## src/rtl/i2cb_pkg.sv

```systemverilog
package i2cb_pkg;

  localparam int BYTE_W = 8;

  typedef enum logic [2:0] {
    CMD_NONE  = 3'd0,
    CMD_START = 3'd1,
    CMD_STOP  = 3'd2,
    CMD_ADDR  = 3'd3,
    CMD_WRITE = 3'd4,
    CMD_READ  = 3'd5
  } cmd_e;

  // bus phases of the sequencer
  typedef enum logic [4:0] {
    S_IDLE, S_BUF, S_HOLD, S_CLO,
    S_WSU, S_WHI, S_WLO,
    S_AREL, S_AHI, S_ALO,
    S_RHI, S_RLO,
    S_KSU, S_KHI, S_KLO, S_KREL,
    S_PSU, S_DONE
  } phase_e;

  function automatic int imax(input int a, input int b);
    return (a > b) ? a : b;
  endfunction

endpackage

```

## src/rtl/i2cb_timer.sv

```systemverilog
module i2cb_timer #(
  parameter int CLKS_PER_US = 125,
  parameter int UW          = 3
) (
  input  logic          clk,
  input  logic          rst_n,
  input  logic          load,
  input  logic [UW-1:0] dur_us,
  output logic          expire
);
  localparam int PW = $clog2(CLKS_PER_US + 1);
  localparam logic [PW-1:0] PRE_TOP = PW'(CLKS_PER_US - 1);

  logic          act_q, act_n;
  logic [PW-1:0] pre_q, pre_n;
  logic [UW-1:0] us_q, us_n;

  assign expire = act_q && (pre_q == '0) && (us_q == '0);

  always_comb begin
    act_n = act_q;
    pre_n = pre_q;
    us_n  = us_q;
    if (load) begin
      act_n = 1'b1;
      pre_n = PRE_TOP;
      us_n  = dur_us - UW'(1);
    end else if (act_q) begin
      if (pre_q == '0) begin
        if (us_q == '0) begin
          act_n = 1'b0;
        end else begin
          us_n  = us_q - UW'(1);
          pre_n = PRE_TOP;
        end
      end else begin
        pre_n = pre_q - PW'(1);
      end
    end
  end

  always_ff @(posedge clk or negedge rst_n) begin
    if (!rst_n) begin
      act_q <= 1'b0;
      pre_q <= '0;
      us_q  <= '0;
    end else begin
      act_q <= act_n;
      pre_q <= pre_n;
      us_q  <= us_n;
    end
  end


  load_nonzero_chk: assert property (@(posedge clk) disable iff (!rst_n)
    load |-> (dur_us != '0));


  expire_once_chk: assert property (@(posedge clk) disable iff (!rst_n)
    (expire && !load) |=> !expire);

endmodule

```

## src/rtl/i2cb_seq.sv

```systemverilog
module i2cb_seq
  import i2cb_pkg::*;
#(
  parameter int UW      = 3,
  parameter int T_FREE  = 5,
  parameter int T_STHD  = 4,
  parameter int T_LOW   = 5,
  parameter int T_SETUP = 1,
  parameter int T_HIGH  = 4,
  parameter int T_SPSU  = 4
) (
  input  logic              clk,
  input  logic              rst_n,
  input  logic              cmd_valid,
  input  logic [2:0]        cmd,
  input  logic [BYTE_W-1:0] din,
  input  logic              f_rw,
  input  logic              f_stop,
  input  logic              f_last,
  input  logic              sda_s,
  input  logic              tmr_expire,
  output logic              tmr_load,
  output logic [UW-1:0]     tmr_dur,
  output logic              busy,
  output logic              done,
  output logic [BYTE_W-1:0] rd_data,
  output logic              ack_err,
  output logic              addr_rej,
  output logic              scl_oe,
  output logic              sda_oe
);
  localparam int CW = $clog2(BYTE_W);
  localparam logic [CW-1:0] LAST_BIT = CW'(BYTE_W - 1);

  phase_e            st, st_n;
  logic [BYTE_W-1:0] sh, sh_n, rd_q, rd_n;
  logic [CW-1:0]     cnt, cnt_n;
  logic stop_q, stop_n, last_q, last_n, chain_q, chain_n;
  logic ack_q, ack_n, rej_q, rej_n, scl_q, scl_n, sda_q, sda_n;

  assign busy     = (st != S_IDLE);
  assign done     = (st == S_DONE);
  assign rd_data  = rd_q;
  assign ack_err  = ack_q;
  assign addr_rej = rej_q;
  assign scl_oe   = scl_q;
  assign sda_oe   = sda_q;

  always_comb begin
    st_n = st; sh_n = sh; cnt_n = cnt; rd_n = rd_q;
    stop_n = stop_q; last_n = last_q; chain_n = chain_q;
    ack_n = ack_q; rej_n = rej_q;
    case (st)
      S_IDLE: if (cmd_valid) begin
        case (cmd_e'(cmd))
          CMD_START: begin
            st_n = S_BUF; chain_n = 1'b0; ack_n = 1'b0; rej_n = 1'b0;
          end
          CMD_STOP: begin
            st_n = S_PSU; ack_n = 1'b0; rej_n = 1'b0;
          end
          CMD_ADDR: begin
            ack_n = 1'b0;
            rej_n = 1'b0;
            if (din[6:3] == 4'hF) begin
              rej_n = 1'b1;
              st_n  = S_DONE;
            end else begin
              st_n = S_BUF; chain_n = 1'b1; stop_n = 1'b0;
              sh_n = {din[6:0], f_rw};
            end
          end
          CMD_WRITE: begin
            st_n = S_WSU; sh_n = din; stop_n = f_stop; cnt_n = '0;
            ack_n = 1'b0; rej_n = 1'b0;
          end
          CMD_READ: begin
            st_n = S_RHI; stop_n = f_stop; last_n = f_last; cnt_n = '0;
            ack_n = 1'b0; rej_n = 1'b0;
          end
          default: ;
        endcase
      end
      S_BUF:  if (tmr_expire) st_n = S_HOLD;
      S_HOLD: if (tmr_expire) st_n = S_CLO;
      S_CLO:  if (tmr_expire) begin
        st_n  = chain_q ? S_WSU : S_DONE;
        cnt_n = '0;
      end
      S_WSU:  if (tmr_expire) st_n = S_WHI;
      S_WHI:  if (tmr_expire) st_n = S_WLO;
      S_WLO:  if (tmr_expire) begin
        if (cnt == LAST_BIT) begin
          st_n = S_AREL;
        end else begin
          st_n  = S_WSU;
          cnt_n = cnt + CW'(1);
          sh_n  = {sh[BYTE_W-2:0], 1'b0};
        end
      end
      S_AREL: if (tmr_expire) st_n = S_AHI;
      S_AHI:  if (tmr_expire) begin
        ack_n = sda_s;
        st_n  = S_ALO;
      end
      S_ALO:  if (tmr_expire) st_n = stop_q ? S_PSU : S_DONE;
      S_RHI:  if (tmr_expire) begin
        sh_n = {sh[BYTE_W-2:0], sda_s};
        st_n = S_RLO;
      end
      S_RLO:  if (tmr_expire) begin
        st_n  = (cnt == LAST_BIT) ? S_KSU : S_RHI;
        cnt_n = cnt + CW'(1);
      end
      S_KSU:  if (tmr_expire) st_n = S_KHI;
      S_KHI:  if (tmr_expire) st_n = S_KLO;
      S_KLO:  if (tmr_expire) st_n = S_KREL;
      S_KREL: if (tmr_expire) begin
        rd_n = sh;
        st_n = (stop_q && last_q) ? S_PSU : S_DONE;
      end
      S_PSU:  if (tmr_expire) st_n = S_DONE;
      S_DONE: st_n = S_IDLE;
      default: st_n = S_IDLE;
    endcase
  end

  // line drive and timer load for the phase being entered
  always_comb begin
    scl_n    = scl_q;
    sda_n    = sda_q;
    tmr_load = 1'b0;
    tmr_dur  = UW'(T_LOW);
    if (st_n != st) begin
      tmr_load = 1'b1;
      case (st_n)
        S_BUF:  begin scl_n = 1'b0; sda_n = 1'b0; tmr_dur = UW'(T_FREE); end
        S_HOLD: begin scl_n = 1'b0; sda_n = 1'b1; tmr_dur = UW'(T_STHD); end
        S_CLO:  begin scl_n = 1'b1; sda_n = 1'b1; end
        S_WSU:  begin scl_n = 1'b1; sda_n = ~sh_n[BYTE_W-1]; tmr_dur = UW'(T_SETUP); end
        S_WHI:  begin scl_n = 1'b0; tmr_dur = UW'(T_HIGH); end
        S_WLO:  scl_n = 1'b1;
        S_AREL: begin scl_n = 1'b1; sda_n = 1'b0; end
        S_AHI:  begin scl_n = 1'b0; tmr_dur = UW'(T_HIGH); end
        S_ALO:  scl_n = 1'b1;
        S_RHI:  begin scl_n = 1'b0; sda_n = 1'b0; tmr_dur = UW'(T_HIGH); end
        S_RLO:  scl_n = 1'b1;
        S_KSU:  begin scl_n = 1'b1; sda_n = ~last_q; tmr_dur = UW'(T_SETUP); end
        S_KHI:  begin scl_n = 1'b0; tmr_dur = UW'(T_HIGH); end
        S_KLO:  scl_n = 1'b1;
        S_KREL: begin scl_n = 1'b1; sda_n = 1'b0; end
        S_PSU:  begin scl_n = 1'b0; sda_n = 1'b1; tmr_dur = UW'(T_SPSU); end
        S_DONE: begin
          tmr_load = 1'b0;
          if (st == S_PSU) begin scl_n = 1'b0; sda_n = 1'b0; end
        end
        default: tmr_load = 1'b0;
      endcase
    end
  end

  always_ff @(posedge clk or negedge rst_n) begin
    if (!rst_n) begin
      st <= S_IDLE; sh <= '0; cnt <= '0; rd_q <= '0;
      stop_q <= 1'b0; last_q <= 1'b0; chain_q <= 1'b0;
      ack_q <= 1'b0; rej_q <= 1'b0; scl_q <= 1'b0; sda_q <= 1'b0;
    end else begin
      st <= st_n; sh <= sh_n; cnt <= cnt_n; rd_q <= rd_n;
      stop_q <= stop_n; last_q <= last_n; chain_q <= chain_n;
      ack_q <= ack_n; rej_q <= rej_n; scl_q <= scl_n; sda_q <= sda_n;
    end
  end


  done_single_chk: assert property (@(posedge clk) disable iff (!rst_n)
    done |=> (!done && !busy));


  sda_data_stable_chk: assert property (@(posedge clk) disable iff (!rst_n)
    (!scl_oe && !$past(scl_oe) && (sda_oe != $past(sda_oe)))
      |-> (st == S_HOLD || st == S_DONE));


  rej_quiet_chk: assert property (@(posedge clk) disable iff (!rst_n)
    (st == S_IDLE && cmd_valid && cmd == CMD_ADDR && din[6:3] == 4'hF)
      |=> (done && addr_rej && $stable(scl_oe) && $stable(sda_oe)));


  stop_end_chk: assert property (@(posedge clk) disable iff (!rst_n)
    (st == S_PSU && tmr_expire) |=> (done && !scl_oe && !sda_oe));

endmodule

```

## src/rtl/i2cb_engine.sv

```systemverilog
module i2cb_engine
  import i2cb_pkg::*;
#(
  parameter int CLKS_PER_US = 125,
  parameter int T_FREE      = 5,
  parameter int T_STHD      = 4,
  parameter int T_LOW       = 5,
  parameter int T_SETUP     = 1,
  parameter int T_HIGH      = 4,
  parameter int T_SPSU      = 4,
  parameter int SYNC_STAGES = 2
) (
  input  logic        clk,
  input  logic        rst_n,
  input  logic        cmd_valid,
  input  logic [2:0]  cmd,
  input  logic [7:0]  cmd_data,
  input  logic        cmd_rw,
  input  logic        cmd_stop,
  input  logic        cmd_last,
  output logic        busy,
  output logic        done,
  output logic [7:0]  rd_data,
  output logic        ack_err,
  output logic        addr_rej,
  output logic        scl_oe,
  output logic        sda_oe,
  input  logic        sda_in
);
  localparam int MAX_US = imax(imax(imax(T_FREE, T_STHD), imax(T_LOW, T_SETUP)),
                               imax(T_HIGH, T_SPSU));
  localparam int UW = $clog2(MAX_US + 1);

  logic [SYNC_STAGES-1:0] sync_q;
  logic                   tmr_load, tmr_expire;
  logic [UW-1:0]          tmr_dur;

  always_ff @(posedge clk or negedge rst_n) begin
    if (!rst_n) sync_q <= '1;
    else        sync_q <= {sync_q[SYNC_STAGES-2:0], sda_in};
  end

  i2cb_timer #(.CLKS_PER_US(CLKS_PER_US), .UW(UW)) u_timer (
    .clk(clk), .rst_n(rst_n), .load(tmr_load), .dur_us(tmr_dur),
    .expire(tmr_expire)
  );

  i2cb_seq #(
    .UW(UW), .T_FREE(T_FREE), .T_STHD(T_STHD), .T_LOW(T_LOW),
    .T_SETUP(T_SETUP), .T_HIGH(T_HIGH), .T_SPSU(T_SPSU)
  ) u_seq (
    .clk(clk), .rst_n(rst_n), .cmd_valid(cmd_valid), .cmd(cmd),
    .din(cmd_data), .f_rw(cmd_rw), .f_stop(cmd_stop), .f_last(cmd_last),
    .sda_s(sync_q[SYNC_STAGES-1]), .tmr_expire(tmr_expire),
    .tmr_load(tmr_load), .tmr_dur(tmr_dur), .busy(busy), .done(done),
    .rd_data(rd_data), .ack_err(ack_err), .addr_rej(addr_rej),
    .scl_oe(scl_oe), .sda_oe(sda_oe)
  );

endmodule

```

## config.mk

```make
export PLATFORM = sky130hd
export DESIGN_NAME = i2cb_engine
export DESIGN_NICKNAME = d
export VERILOG_FILES = /design/src/rtl/i2cb_pkg.sv /design/src/rtl/i2cb_timer.sv /design/src/rtl/i2cb_seq.sv /design/src/rtl/i2cb_engine.sv
export SDC_FILE = /design/constraint.sdc
export NUM_CORES = 1
export LEC_CHECK = 0
export BUFFER_PORTS_ARGS = -buffer_cell sky130_fd_sc_hd__buf_2
export CAP_MARGIN = 10
export CORE_UTILIZATION = 45
export CTS_CLUSTER_DIAMETER = 120
export DETAILED_ROUTE_END_ITERATION = 12
export PLACE_DENSITY_LB_ADDON = 0.08
export SETUP_SLACK_MARGIN = 0.15
export SLEW_MARGIN = 40
export SYNTH_ARGS = -nofsm -noshare
export SYNTH_HDL_FRONTEND = slang
export SYNTH_SLANG_ARGS = --single-unit
```

## constraint.sdc

```tcl
create_clock -name clk -period 3.1 [get_ports clk]
set_input_delay 0.465 -clock clk [delete_from_list [all_inputs] [get_ports clk]]
set_output_delay 0.465 -clock clk [all_outputs]
set_load 0.02 [all_outputs]
```

==> impl_metrics.json, run 1 <==
{
  "synth_cells": 354,
  "synthFlopType": "dfrtp_1",
  "outcome": "finished with violations",
  "synth_seq_cells": 44,
  "tritoncts": "built",
  "setup.worst_path.end_class": "flop",
  "drt_first_pass_iters": 5,
  "critPathMaxStageDelay_ns": 0.56,
  "cts-buffers-inserted": 5,
  "synth_top_area_share": 0.344,
  "maxCapViolations": 0,
  "cp-start-kind": "flop",
  "violations": "setup timing",
  "yosys.area.top_type": "dfrtp_1",
  "worst_ep_arrival_time_ns": 3.42,
  "die_area_mm2": 0.00712,
  "grt_pass1_wl_um": 14900,
  "grt_pass1_vias": 3104,
  "gr-max-usage-layer": "met2",
  "ys_types": 67,
  "root_buffer": "clkbuf_8",
  "min_period_ns": 3.20,
  "leakagePower_uw": 0.00186,
  "finalSetupTns_ns": -0.101,
  "clkTransAtPathRegs_ns": 0.10,
  "drive_gt1_frac": 0.374,
  "detail_route.vias_per_cell": 5.82,
  "rows": 29,
  "synth_fp_nets": 378,
  "drc_errors": 0,
  "hold_buffers": 0,
  "grt_antenna_before_repair": 0,
  "holdWs_ns": 0.207,
  "seqCellArea_mm2": 0.00110,
  "die_w_um": 84.4,
  "num_antenna_cells": 0,
  "vias": 3109,
  "clock_sinks": 44,
  "timing.final.crit_share": 1.03,
  "hold_viol": 0,
  "slowest_stage": "or4_4",
  "io_pins": 32,
  "power_density_mw_per_mm2": 718,
  "avgRoutedWirePerCell_um": 16.4,
  "wl_um": 8740,
  "async_reset_ff_frac": 1.00,
  "maxSlewViolCount": 0,
  "crit_chain": "or4_4, or3_4, o21ai_2, nor4bb_4, a21oi_4, o211a_4, a22oi_4, nand2_2, o21ai_2, ha_2, nand2_2, xor2_1, mux2i_1",
  "yosysSeqAreaShare": 0.361,
  "ir_drop_uv": 511,
  "clock_skew_ns": 0.0110,
  "syn_area_per_cell_um2": 8.63,
  "syn2layout_area_growth_pct": 35.1,
  "htreeDepth": 2,
  "core-area_mm2": 0.00646,
  "path_class": "flop to flop",
  "crit_required_ns": 3.32,
  "synthTopCellsByArea": "dfrtp_1 34%, nand2_1 5.2%, mux2_2 3.3%, o21ai_0 3.3%, nor2_1 3.2%",
  "grtUsageTotal": 0.261,
  "grt.overflow.total": 0,
  "n_fill_cell": 582,
  "antenna_left": 0,
  "synth_edf_count": 0,
  "worst_pin_slew_ns": 0.708,
  "multiInputGateArea_mm2": 0.00195,
  "rsz0062_at_grt": "yes",
  "nNetsFinal": 480,
  "yosys_warnings": 0,
  "io_buffers": 31,
  "synth_commonest_cells": "42 x dfrtp_1, 42 x nand2_1, 26 x nor2_1, 20 x o21ai_0, 15 x a21oi_1",
  "slew_headroom": 0.528,
  "syn_area_mm2": 0.00306,
  "worstHoldPathType": "primary input to asynchronous set/reset pin",
  "crit_path_max_fanout": 6,
  "fin_ws_ns": -0.101,
  "gp_congestion": 0.898,
  "use_met2": 0.428,
  "grt_use_met1": 0.366,
  "insertion_delay_ns": 0.30,
  "grt_max_degree": 29,
  "cts_max_path_buffers": 2,
  "die_h_um": 84.4,
  "clock.fmax_mhz": 312,
  "hpwl_um": 6600,
  "grtUsageMet3": 0.0383,
  "drt_first_iter_violations": 260,
  "setup_viol": 1,
  "initial_core_util": 0.473
}
[state kept, by name, summed over array words and instances (netlist names), 2 cells and up]
signal         flops
u_seq.st           5
u_seq.rd_data      8
u_seq.sh           8
u_seq.cnt          3
u_timer.pre_q      7
u_timer.us_q       3
sync_q             2
[what timing repair did]
item,in CTS,in global routing
setup buffers,0,6
endpoints found under the hold margin,0,0
gates resized for setup,19,13
cloned,0,0
pin swaps,9,13
setup endpoints to repair,13,9
[worst paths after layout]
kind | start | endpoint | slack (ns) | depth (start not counted)
setup / recovery | u_timer.pre_q[4] | u_timer.us_q[2] | -0.10 | 13
hold / removal | rst_n | u_seq.chain_q | 0.21 | 1
setup reg to reg | u_timer.pre_q[4] | u_timer.us_q[2] | -0.10 | 13
hold reg to reg | sync_q[0] | sync_q[1] | 0.36 | 0
max in group asynchronous | rst_n | sync_q[1] | 2.13 | 2
min in group clk | sda_in | sync_q[0] | 0.26 | 1
[routing by layer]
metal	routed length [µm]	vias up
met5	0	-
met4	138	0
met3	365	16
met2	4130	79
met1	4110	1499
li1	-	1515
[layout make-up]
class,instances,share of cell area
Clock inverter,3,0.0112
Sequential cell,44,0.267
Timing Repair Buffer,117,0.199
Multi-Input combinational cell,277,0.473
Inverter,11,0.0100
Clock buffer,5,0.0167
Tap cell,77,0.0233
[worst max-delay path: cells and delay by family (launching register included)]
family                   cells  cell delay, ns
flip-flops                   1            0.40
multiplexers                 1            0.12
XOR/XNOR                     1            0.15
adder cells (fa/ha/maj)      1            0.20
AND/OR/NAND/NOR              5            1.42
AO/OA/AOI/OAI                5            0.82
[placed cells by master (no fill, tap or decap), types with 5 or more instances in the layout]
cell type  count
nor2_1        26
nor3_1         9
a21o_1         7
nand2_1       39
nand4_1        5
a21oi_1       14
nor2b_1        7
mux2_2         9
o21ai_0       18
mux2i_1        6
buf_4         83
nor4_1         7
clkbuf_8       5
inv_1         10
o211ai_1       5
buf_2         31
nand2b_1       7
a222oi_1       6
dfrtp_1       42
nand3_1       11
[stage by stage]
step | power (µW) | setup slack, ns | utilization | instances | cell area, µm²
2_1_floorplan | 1710 | -0.210 | - | 354 | 3060
3_3_place_gp | 2290 | -0.184 | 0.591 | 520 | 3820
3_5_place_dp | 2320 | -0.314 | 0.591 | 520 | 3820
4_1_cts | 2870 | -0.0671 | 0.623 | 528 | 4030
5_1_grt | 3200 | -0.289 | 0.639 | 534 | 4130
6_report | 2960 | -0.101 | 0.639 | 534 | 4130
[cell families after synthesis]
group,Yosys count,synth area share
fa+ha+maj,8,0.0311
xor+xnor,9,0.0258
mux,15,0.0528
flops,44,0.361
simple gates,153,0.268
compound gates,92,0.214
buf+inv,33,0.0471
[where the power goes]
part           switching, µW  internal [µW]  total [µW]
Combinational            808            830        1640
Clock                    215            243         458
Sequential               141            726         868
Total                   1160           1800        2960
Power figures use the tool's default switching activity.
==> run 2, diff against run 1 <==
--- a/config.mk
+++ b/config.mk
@@ -8,6 +8,7 @@
 export BUFFER_PORTS_ARGS = -buffer_cell sky130_fd_sc_hd__buf_2
 export CAP_MARGIN = 10
 export CORE_UTILIZATION = 45
+export CTS_BUF_LIST = sky130_fd_sc_hd__clkbuf_4 sky130_fd_sc_hd__clkbuf_8
 export CTS_CLUSTER_DIAMETER = 120
 export DETAILED_ROUTE_END_ITERATION = 12
 export PLACE_DENSITY_LB_ADDON = 0.08
==> constraint.sdc (replaced) <==
create_clock -name clk -period 4.05 [get_ports clk]
set_input_delay 0.6075 -clock clk [delete_from_list [all_inputs] [get_ports clk]]
set_output_delay 0.6075 -clock clk [all_outputs]
set_load 0.02 [all_outputs]
==> run 2 against run 1 <==
  * The run ends with DRC left
  * Non-clock buffer count down 71
  * Global-route usage down 3.6 points
  * Sequential share of layout area is 5.2 points higher
  * Die area unchanged
  * Fmax decreased by 10%
  * Critical endpoint unchanged
==> impl_metrics.json, run 2 (synthesis gave the netlist of run 1 again) <==
{
  "outcome": "finished with violations",
  "violations": "DRC",
  "cts_max_path_buffers": 2,
  "die_area_mm2": 0.00712,
  "core-area_mm2": 0.00646,
  "rows": 29,
  "final_common_cell": "nand2_1",
  "intPower_uw": 1120,
  "final_cell_mix": "42 x nand2_1, 41 x dfrtp_1, 30 x buf_2",
  "antenna_left": 0,
  "timing.final.crit_share": 0.883,
  "root_buffer": "clkbuf_8",
  "drive_gt1_frac": 0.205,
  "grt_max_degree": 45,
  "detail_route.vias_per_cell": 6.00,
  "die_h_um": 84.4,
  "finalSetupTns_ns": 0,
  "grt_antenna_before_repair": 0,
  "maxSlewViolCount": 0,
  "path_class": "flop to flop",
  "utilization": 0.535,
  "drt_first_iter_violations": 353,
  "crit_buf_inv": 1,
  "clkTransAtPathRegs_ns": 0.08,
  "vias": 2776,
  "critPathMaxStageDelay_ns": 0.62,
  "ir_drop_uv": 268,
  "crit_required_ns": 4.27,
  "power_uw": 1910,
  "swShare": 0.414,
  "syn2layout_area_growth_pct": 13.1,
  "slowest_stage": "dfrtp_1",
  "worstHoldPathType": "primary input to asynchronous set/reset pin",
  "power_density_mw_per_mm2": 552,
  "dp_cells": 452,
  "hold_viol": 0,
  "hpwl_um": 5660,
  "tritoncts": "built",
  "drt_first_pass_iters": 9,
  "clock.fmax_mhz": 280,
  "setup.worst_path.end_class": "flop",
  "drc_errors": 2,
  "grt_pass1_vias": 2575,
  "rsz0062_at_grt": "no",
  "grtUsageTotal": 0.225,
  "wl_um": 7710,
  "grt_pass1_wl_um": 12800,
  "slew_headroom": 0.505,
  "maxCapViolations": 0,
  "power_frac_seq": 0.364,
  "worst_ep_arrival_time_ns": 3.79,
  "n_fill_cell": 618,
  "holdWs_ns": 0.295,
  "pwr-share-comb": 0.459,
  "die_w_um": 84.4,
  "avgRoutedWirePerCell_um": 16.7,
  "setup_viol": 0,
  "clock_skew_ns": 0.00797,
  "clkPwrFrac": 0.177,
  "htreeDepth": 2,
  "nNetsFinal": 409,
  "crit_family": "compound AO/OA/AOI/OAI gates",
  "insertion_delay_ns": 0.30,
  "grt.overflow.total": 0,
  "worst_pin_slew_ns": 0.740,
  "num_antenna_cells": 0,
  "cts-buffers-inserted": 5,
  "crit_chain": "or3b_2, a21oi_1, o21ai_1, nor4bb_1, a21oi_1, buf_4, nor3_1, a22oi_1, nand2_1, o21ai_1, ha_1, nand2_1, xor2_1, mux2i_1",
  "initial_core_util": 0.473,
  "stdcell_count": 463,
  "gp_congestion": 0.919,
  "cp-start-kind": "flop",
  "p_sw_uw": 789,
  "hold_buffers": 0,
  "io_buffers": 31,
  "crit_path_max_fanout": 20,
  "clock_sinks": 44,
  "min_period_ns": 3.58,
  "leakagePower_uw": 0.00148,
  "io_pins": 32
}
==> run 2: cell count changes in the layout (fill, tap and decap cells not counted), moves of 2 or more <==
cell and change:
buf_4 -68, o21ai_2 -4, nand2_1 +3, nand2_2 -3, nor3_1 +3, nor3_2 -3, buf_6 -2, ha_1 +2
ha_2 -2, o21ai_0 +2, o21ai_1 +2
==> run 2: cell type report <==
cell class / instances / area, µm² / area share
sequential: 44 / 1100 / 0.320
inverter: 11 / 41.3 / 0.0120
timing repair buffer: 46 / 283 / 0.0819
clock buffer: 5 / 68.8 / 0.0199
multi-input combinational: 277 / 1820 / 0.526
tap: 77 / 96.3 / 0.0279
clock inverter: 3 / 42.5 / 0.0123
==> run 2: power by group through the flow <==
stage	logic [µW]	clock network, µW	registers (µW)
floorplan	656	0	652
global placement	833	0	694
detailed placement	843	0	698
CTS	851	347	689
global route	975	367	711
finish	874	338	694
==> run 2: final timing paths <==
kind,from,to,slack [ns],depth (start not counted)
worst max-delay path,u_seq.st[0],u_timer.us_q[2],0.47,14
min in group clk,sync_q[0],sync_q[1],0.36,0
worst min-delay path,rst_n,u_seq.st[0],0.29,1
worst min register to register,sync_q[0],sync_q[1],0.36,0
max in group asynchronous,rst_n,u_seq.st[3],3.36,1
worst max register to register,u_seq.st[0],u_timer.us_q[2],0.47,14
==> run 2: metrics by stage <==
stage / area (µm²) / worst slack [ns]
after floorplan: 3060 / 0.604
after global placement: 3290 / 0.428
after detailed placement: 3300 / 0.307
after CTS: 3410 / 0.305
after global routing: 3450 / 0.150
final: 3450 / 0.475
==> run 2: worst register-to-register path: stages (launching register included) <==
cell and delay (ns):
dfrtp_1 0.62, or3b_2 0.55, a21oi_1 0.37, o21ai_1 0.18
nor4bb_1 0.16, a21oi_1 0.35, buf_4 0.22, nor3_1 0.06
a22oi_1 0.23, nand2_1 0.11, o21ai_1 0.09, ha_1 0.21
nand2_1 0.08, xor2_1 0.16, mux2i_1 0.12
==> run 2: repair_timing <==
action                     in CTS  in global routing
resized for setup               0                  3
setup endpoints to repair       0                  1
setup buffers                   0                  3
==> run 2: layer usage <==
layer  routed length (µm)  vias up  part of all wire  global-route usage
li1                     -     1374                 -                   -
met1                 3770     1314              0.49               0.330
met5                    0        -                 0                   0
met3                  410        6             0.053              0.0374
met2                 3470       82              0.45               0.349
met4                   61        0            0.0079              0.0524
